--- src/rtl/sgf_pkg.sv ---
// Package: shared defaults for the sync glitch filter.
// Assumes: consumers take the defaults and may override them per instance.
package sgf_pkg;
    parameter int unsigned SGF_SYNC_STAGES = 2; // synchroniser flops
    parameter int unsigned SGF_HOLD        = 2; // samples a new level must persist

    // Width of a counter that reaches (n - 1), never less than one bit.
    function automatic int unsigned sgf_cnt_w(input int unsigned n);
        return (n > 2) ? $clog2(n) : 1;
    endfunction
endpackage

--- src/rtl/sgf_sync.sv ---
// Module: sgf_sync
// Multi-flop synchroniser that brings the raw input into the clock domain.
// Assumes: STAGES >= 2; reset value of every stage is 0.
module sgf_sync #(
    parameter int unsigned STAGES = sgf_pkg::SGF_SYNC_STAGES
) (
    input  logic clk,
    input  logic rst_n,
    input  logic d_async,
    output logic q_sync
);
    logic [STAGES-1:0] chain;

    generate
        for (genvar i = 0; i < STAGES; i++) begin : g_stage
            if (i == 0) begin : g_first
                // Purpose: capture the asynchronous input.
                always_ff @(posedge clk) begin
                    if (!rst_n) chain[0] <= 1'b0;
                    else        chain[0] <= d_async;
                end
            end else begin : g_next
                // Purpose: let metastability settle through one more flop.
                always_ff @(posedge clk) begin
                    if (!rst_n) chain[i] <= 1'b0;
                    else        chain[i] <= chain[i-1];
                end
            end
        end
    endgenerate

    assign q_sync = chain[STAGES-1];
endmodule

--- src/rtl/sgf_qualifier.sv ---
// Module: sgf_qualifier
// Persistence qualifier: the output moves to a new level only after the
// input has differed from it on HOLD consecutive samples. In bypass, the
// output is loaded with the input every cycle and the run counter is cleared.
// Assumes: d is already synchronous to clk; HOLD >= 1.
module sgf_qualifier #(
    parameter int unsigned HOLD = sgf_pkg::SGF_HOLD
) (
    input  logic clk,
    input  logic rst_n,
    input  logic bypass,
    input  logic d,
    output logic q
);
    localparam int unsigned CW = sgf_pkg::sgf_cnt_w(HOLD);
    localparam logic [CW-1:0] LAST = CW'(HOLD - 1);

    logic [CW-1:0] run;

    // Purpose: count differing samples and commit the new level at HOLD.
    always_ff @(posedge clk) begin
        if (!rst_n) begin
            q   <= 1'b0;
            run <= '0;
        end else if (bypass) begin
            q   <= d;
            run <= '0;
        end else if (d == q) begin
            run <= '0;
        end else if (run == LAST) begin
            q   <= d;
            run <= '0;
        end else begin
            run <= run + 1'b1;
        end
    end
endmodule

--- src/rtl/sync_glitch_filter.sv ---
// Module: sync_glitch_filter
// Top level: synchroniser followed by the persistence qualifier, with a
// clock-sampled bypass bit.
// Assumes: clk is the oscillator clock; rst_n is synchronous, active low.
module sync_glitch_filter #(
    parameter int unsigned SYNC_STAGES = sgf_pkg::SGF_SYNC_STAGES,
    parameter int unsigned HOLD        = sgf_pkg::SGF_HOLD
) (
    input  logic clk,
    input  logic rst_n,
    input  logic sync_in,
    input  logic filter_off,
    output logic sync_out
);
    logic sync_q;

    sgf_sync #(.STAGES(SYNC_STAGES)) u_sync (
        .clk     (clk),
        .rst_n   (rst_n),
        .d_async (sync_in),
        .q_sync  (sync_q)
    );

    sgf_qualifier #(.HOLD(HOLD)) u_qual (
        .clk    (clk),
        .rst_n  (rst_n),
        .bypass (filter_off),
        .d      (sync_q),
        .q      (sync_out)
    );
endmodule

--- config.mk ---
export PLATFORM = sky130hd
export DESIGN_NAME = sync_glitch_filter
export DESIGN_NICKNAME = d
export VERILOG_FILES = /design/src/rtl/sgf_pkg.sv /design/src/rtl/sgf_sync.sv /design/src/rtl/sgf_qualifier.sv /design/src/rtl/sync_glitch_filter.sv
export SDC_FILE = /design/constraint.sdc
export NUM_CORES = 1
export LEC_CHECK = 0
export ABC_AREA = 1
export BUFFER_PORTS_ARGS = -buffer_cell sky130_fd_sc_hd__buf_2
export CAP_MARGIN = 5
export CORE_AREA = 2 2 39 41
export DETAILED_ROUTE_END_ITERATION = 6
export DIE_AREA = 0 0 41 43
export HOLD_SLACK_MARGIN = 0.08
export SYNTH_ARGS = -nofsm -noshare
export SYNTH_HDL_FRONTEND = slang
export SYNTH_HIERARCHICAL = 1
export SYNTH_SLANG_ARGS = --single-unit
--- constraint.sdc ---
create_clock -name clk -period 1.03 [get_ports clk]
set_clock_uncertainty 0.2 [all_clocks]
set_input_delay 0.1545 -clock clk [delete_from_list [all_inputs] [get_ports clk]]
set_output_delay 0.1545 -clock clk [all_outputs]
set_load 0.05 [all_outputs]
==> results.md <==
* Asr flop ratio synth at 0%
* Worst VDD drop at 0.000466 V
* Critical Path Slowest Stage Cell: dfxtp_2
* Met3 Use GR at 7.85%
* Synth top cells by count: nand2_1 (5), dfxtp_1 (4), inv_1 (3), nor2_1 (3)
* Hold_buf cts at 2
* Cell Pwr Density at between 1500 and 2000 mW/mm^2
* Worst Hold Class: in2reg
* First-pass iteration count of the detailed router at 1
* TritonCTS Buffers at 3
* Grt met1 use at 3.19%
* IO Count at 5
* Buf+Inv Stages, Crit Path at 1
* Footprint of the multi-input gates at 50.0 um^2
* # DRC at 0
* Final hold violations at 1
* Pin count of the biggest net entering global routing at 5
* Int Power at 321 uW
* Yosys warnings at 6
* Global-route wire length before repair at 400 um
* Die W at 41 um
* Total track usage at 4.71%
* Switching Share at 23.8%
* Final worst setup slack at -34.0 ps
* Sequential area share after synthesis at 56.6%
* Number of cells on the critical path at 1
* Psw at 100 uW
* Critical Path End: sync_out
* WL/cell at 5.98 um
* Synth Area per Inst at 8.32 um^2
* Worst-path cell chain: buf_8
* Synth-to-Final Area Change at 68.1%
* Initial Util at 10.2%
* Die height at 43 um
* Comb pwr share at 12.1%
* RSZ-0062 raised after global routing: true
* EDFF count, synth at 0
* RR Startpoint: u_qual/q$_SDFFE_PN0P_
* Distinct cells, synth at 6
* CTS root buf: clkbuf_4
* CTS tree: done
* Nets at 32
* Violated checks: hold timing, setup timing
* Layout cell share with drive strength beyond 1 at 34.6%
* GRT overflow at 0
* Reg-to-Reg End: u_qual/run$_SDFF_PP0_
* Tcrit/Tclk final at 103%
* Kind of cell adding the most delay to the critical path: flip-flops
* Worst-path clk slew at ~40 ps
* Min Tclk post-route at approximately 1100 ps
* Top-count cell post-synth: nand2_1
* Post-synthesis simple-gate area fraction at 29.2%
* Compound-gate portion of the synthesized area at 0%
* Leakage power at 0.000116 uW
* CP Max Fanout at 2
* Worst Setup SP: u_qual/q$_SDFFE_PN0P_
* Area share of the largest cell type after synthesis at a little under three fifths
* Critical Path RT at approximately 680 ps
* Vias in the first global route at 109
* Initial antenna violation count at 0
* XOR/XNOR Fraction of Synth Area at under 10%
* Sequential power share at 40.0%
* CP arrival at 710 ps
* Clk buf depth at 2
* Syn nets at 21
* Min Hold Slack at -17.5 ps
* Vias/cell at ~3
* Mux share of post-synthesis cell area at 0%
* Most used DFF post-synth: dfxtp_1
* Sequential cell area at slightly above 80 um^2
* Post-Syn Area at 141 um^2
* Cell taking the most area after synthesis: dfxtp_1
* 1st-iter DRT viols at 0
* CP Capture Type: primary output
* Fmax achieved at 940 MHz
* Worst Tran Pin Value at 155 ps
* Sink Count at 4
* ANT cells at 0
* Relative slew slack at roughly 90%
* Die Area at between 0.0015 and 0.002 mm^2
* Adder-cell area share of the yosys netlist at 0%
* CTS H-tree depth at 1
* Post-Route WL at 251 um
* CP peak stage delay at roughly 330 ps
* Core area at between 0.001 and 0.0015 mm^2
* Gate Count Post-Synth at 17
* Final Max Slew Viols at 0
* DR vias at roughly 120
* Reg2reg path depth at 3
* Count of state elements after synthesis at 4
* Status: finished, violations left
* Placement Setup Slack at 97.5 ps
* FF-to-FF setup slack at roughly 80 ps
* Cell row count at 14
* Clock power frac at ~48%
* MaxCap Viol Count at 0
* GRT Max-Usage Layer: met3
* Routed Antenna Nets at 0
* Main combinational cell family by area after synthesis: simple AND/OR/NAND/NOR gates
* Placer Congestion at 0.605
* Port Buffers at 4
* Final setup fails at 1
* Filler cell count at between 150 and 200
* Critical Path Source Type: flip-flop
* Clk_lat worst skew at around 240 ps
* Kind of critical path: reg2out
* Area contributors post-synth: dfxtp_1 (57%), nand2_1 (13%), inv_1 (8.0%)
* GR Layer Usage met2 at under 10%
## logic make-up after synthesis
logic type    Yosys count
simple gates            9
flops                   4
buf+inv                 3
xor+xnor                1
## how the worst min path moves through the flow
stage / start / to / slack, ps / depth (start not counted)
4_1_cts: filter_off / u_qual/run$_SDFF_PP0_ / -20 / 4
2_1_floorplan: sync_in / u_sync/chain[0]$_SDFF_PN0_ / 50 / 2
6_report: filter_off / u_qual/run$_SDFF_PP0_ / -20 / 4
3_5_place_dp: sync_in / u_sync/chain[0]$_SDFF_PN0_ / 140 / 3
5_1_grt: filter_off / u_qual/run$_SDFF_PP0_ / -20 / 4
3_3_place_gp: sync_in / u_sync/chain[0]$_SDFF_PN0_ / 130 / 3
## power by group through the flow
stage	Clock [uW]	Sequential [uW]	Combinational [uW]
3_5_place_dp	0	171	37.1
3_3_place_gp	0	171	37.2
4_1_cts	208	169	52.5
6_report	202	169	50.8
5_1_grt	229	169	57.1
2_1_floorplan	0	180	15.8
## layer usage
| metal | routed length [um] | vias to the layer above |
|---|---|---|
| li1 | - | 66 |
| met1 | 117 | 48 |
| met2 | 81 | 7 |
| met3 | 41 | 2 |
| met4 | 10 | 0 |
| met5 | 0 | - |
## flip-flops by register name (all words and copies together), names as in the netlist
name and cells:
u_qual/q 1, u_sync/chain 1, u_qual/run 1, u_sync/q_sync 1
## area by class of cell
class	count	area share (%)
sequential	4	34.2
timing repair buffer	6	22.1
multi-input combinational	10	21.1
clock buffer	3	9.47
tap	16	8.42
inverter	3	4.74
## worst reg2reg max path, stage by stage, from the launching register on
cell and delay, ps:
dfxtp_2 320, buf_4 130, xnor2_1 150, nor2_1 50
## cells in the final DEF (no fill, tap or decap)
| cell type | netlist | layout |
|---|---|---|
| nand2_1 | 5 | 5 |
| clkbuf_4 | 0 | 3 |
| nor2_1 | 3 | 3 |
| inv_1 | 3 | 3 |
| dfxtp_1 | 4 | 3 |
| dlygate4sd3_1 | 0 | 2 |
| buf_2 | 0 | 2 |
| buf_8 | 0 | 1 |
| nor2_4 | 1 | 1 |
| xnor2_1 | 1 | 1 |
| dfxtp_2 | 0 | 1 |
| buf_4 | 0 | 1 |
## stage by stage
step	util (%)	cell area, um^2	TNS, ps	total power, uW	instances
4_1_cts	17.5	243	-43.3	430	43
3_3_place_gp	13.2	183	0	208	37
6_report	17.2	238	-34.0	421	42
3_5_place_dp	13.2	183	0	208	37
5_1_grt	17.2	238	-68.7	456	42
2_1_floorplan	-	143	0	196	17
## timing repair
action / in CTS / in global routing
gates cloned: 0 / 0
endpoints found under the setup margin: 1 / 2
endpoints found under the hold margin: 4 / 2
buffers inserted: 1 / 0
gates resized for setup: 3 / 0
(Power assumes the default switching activity.)
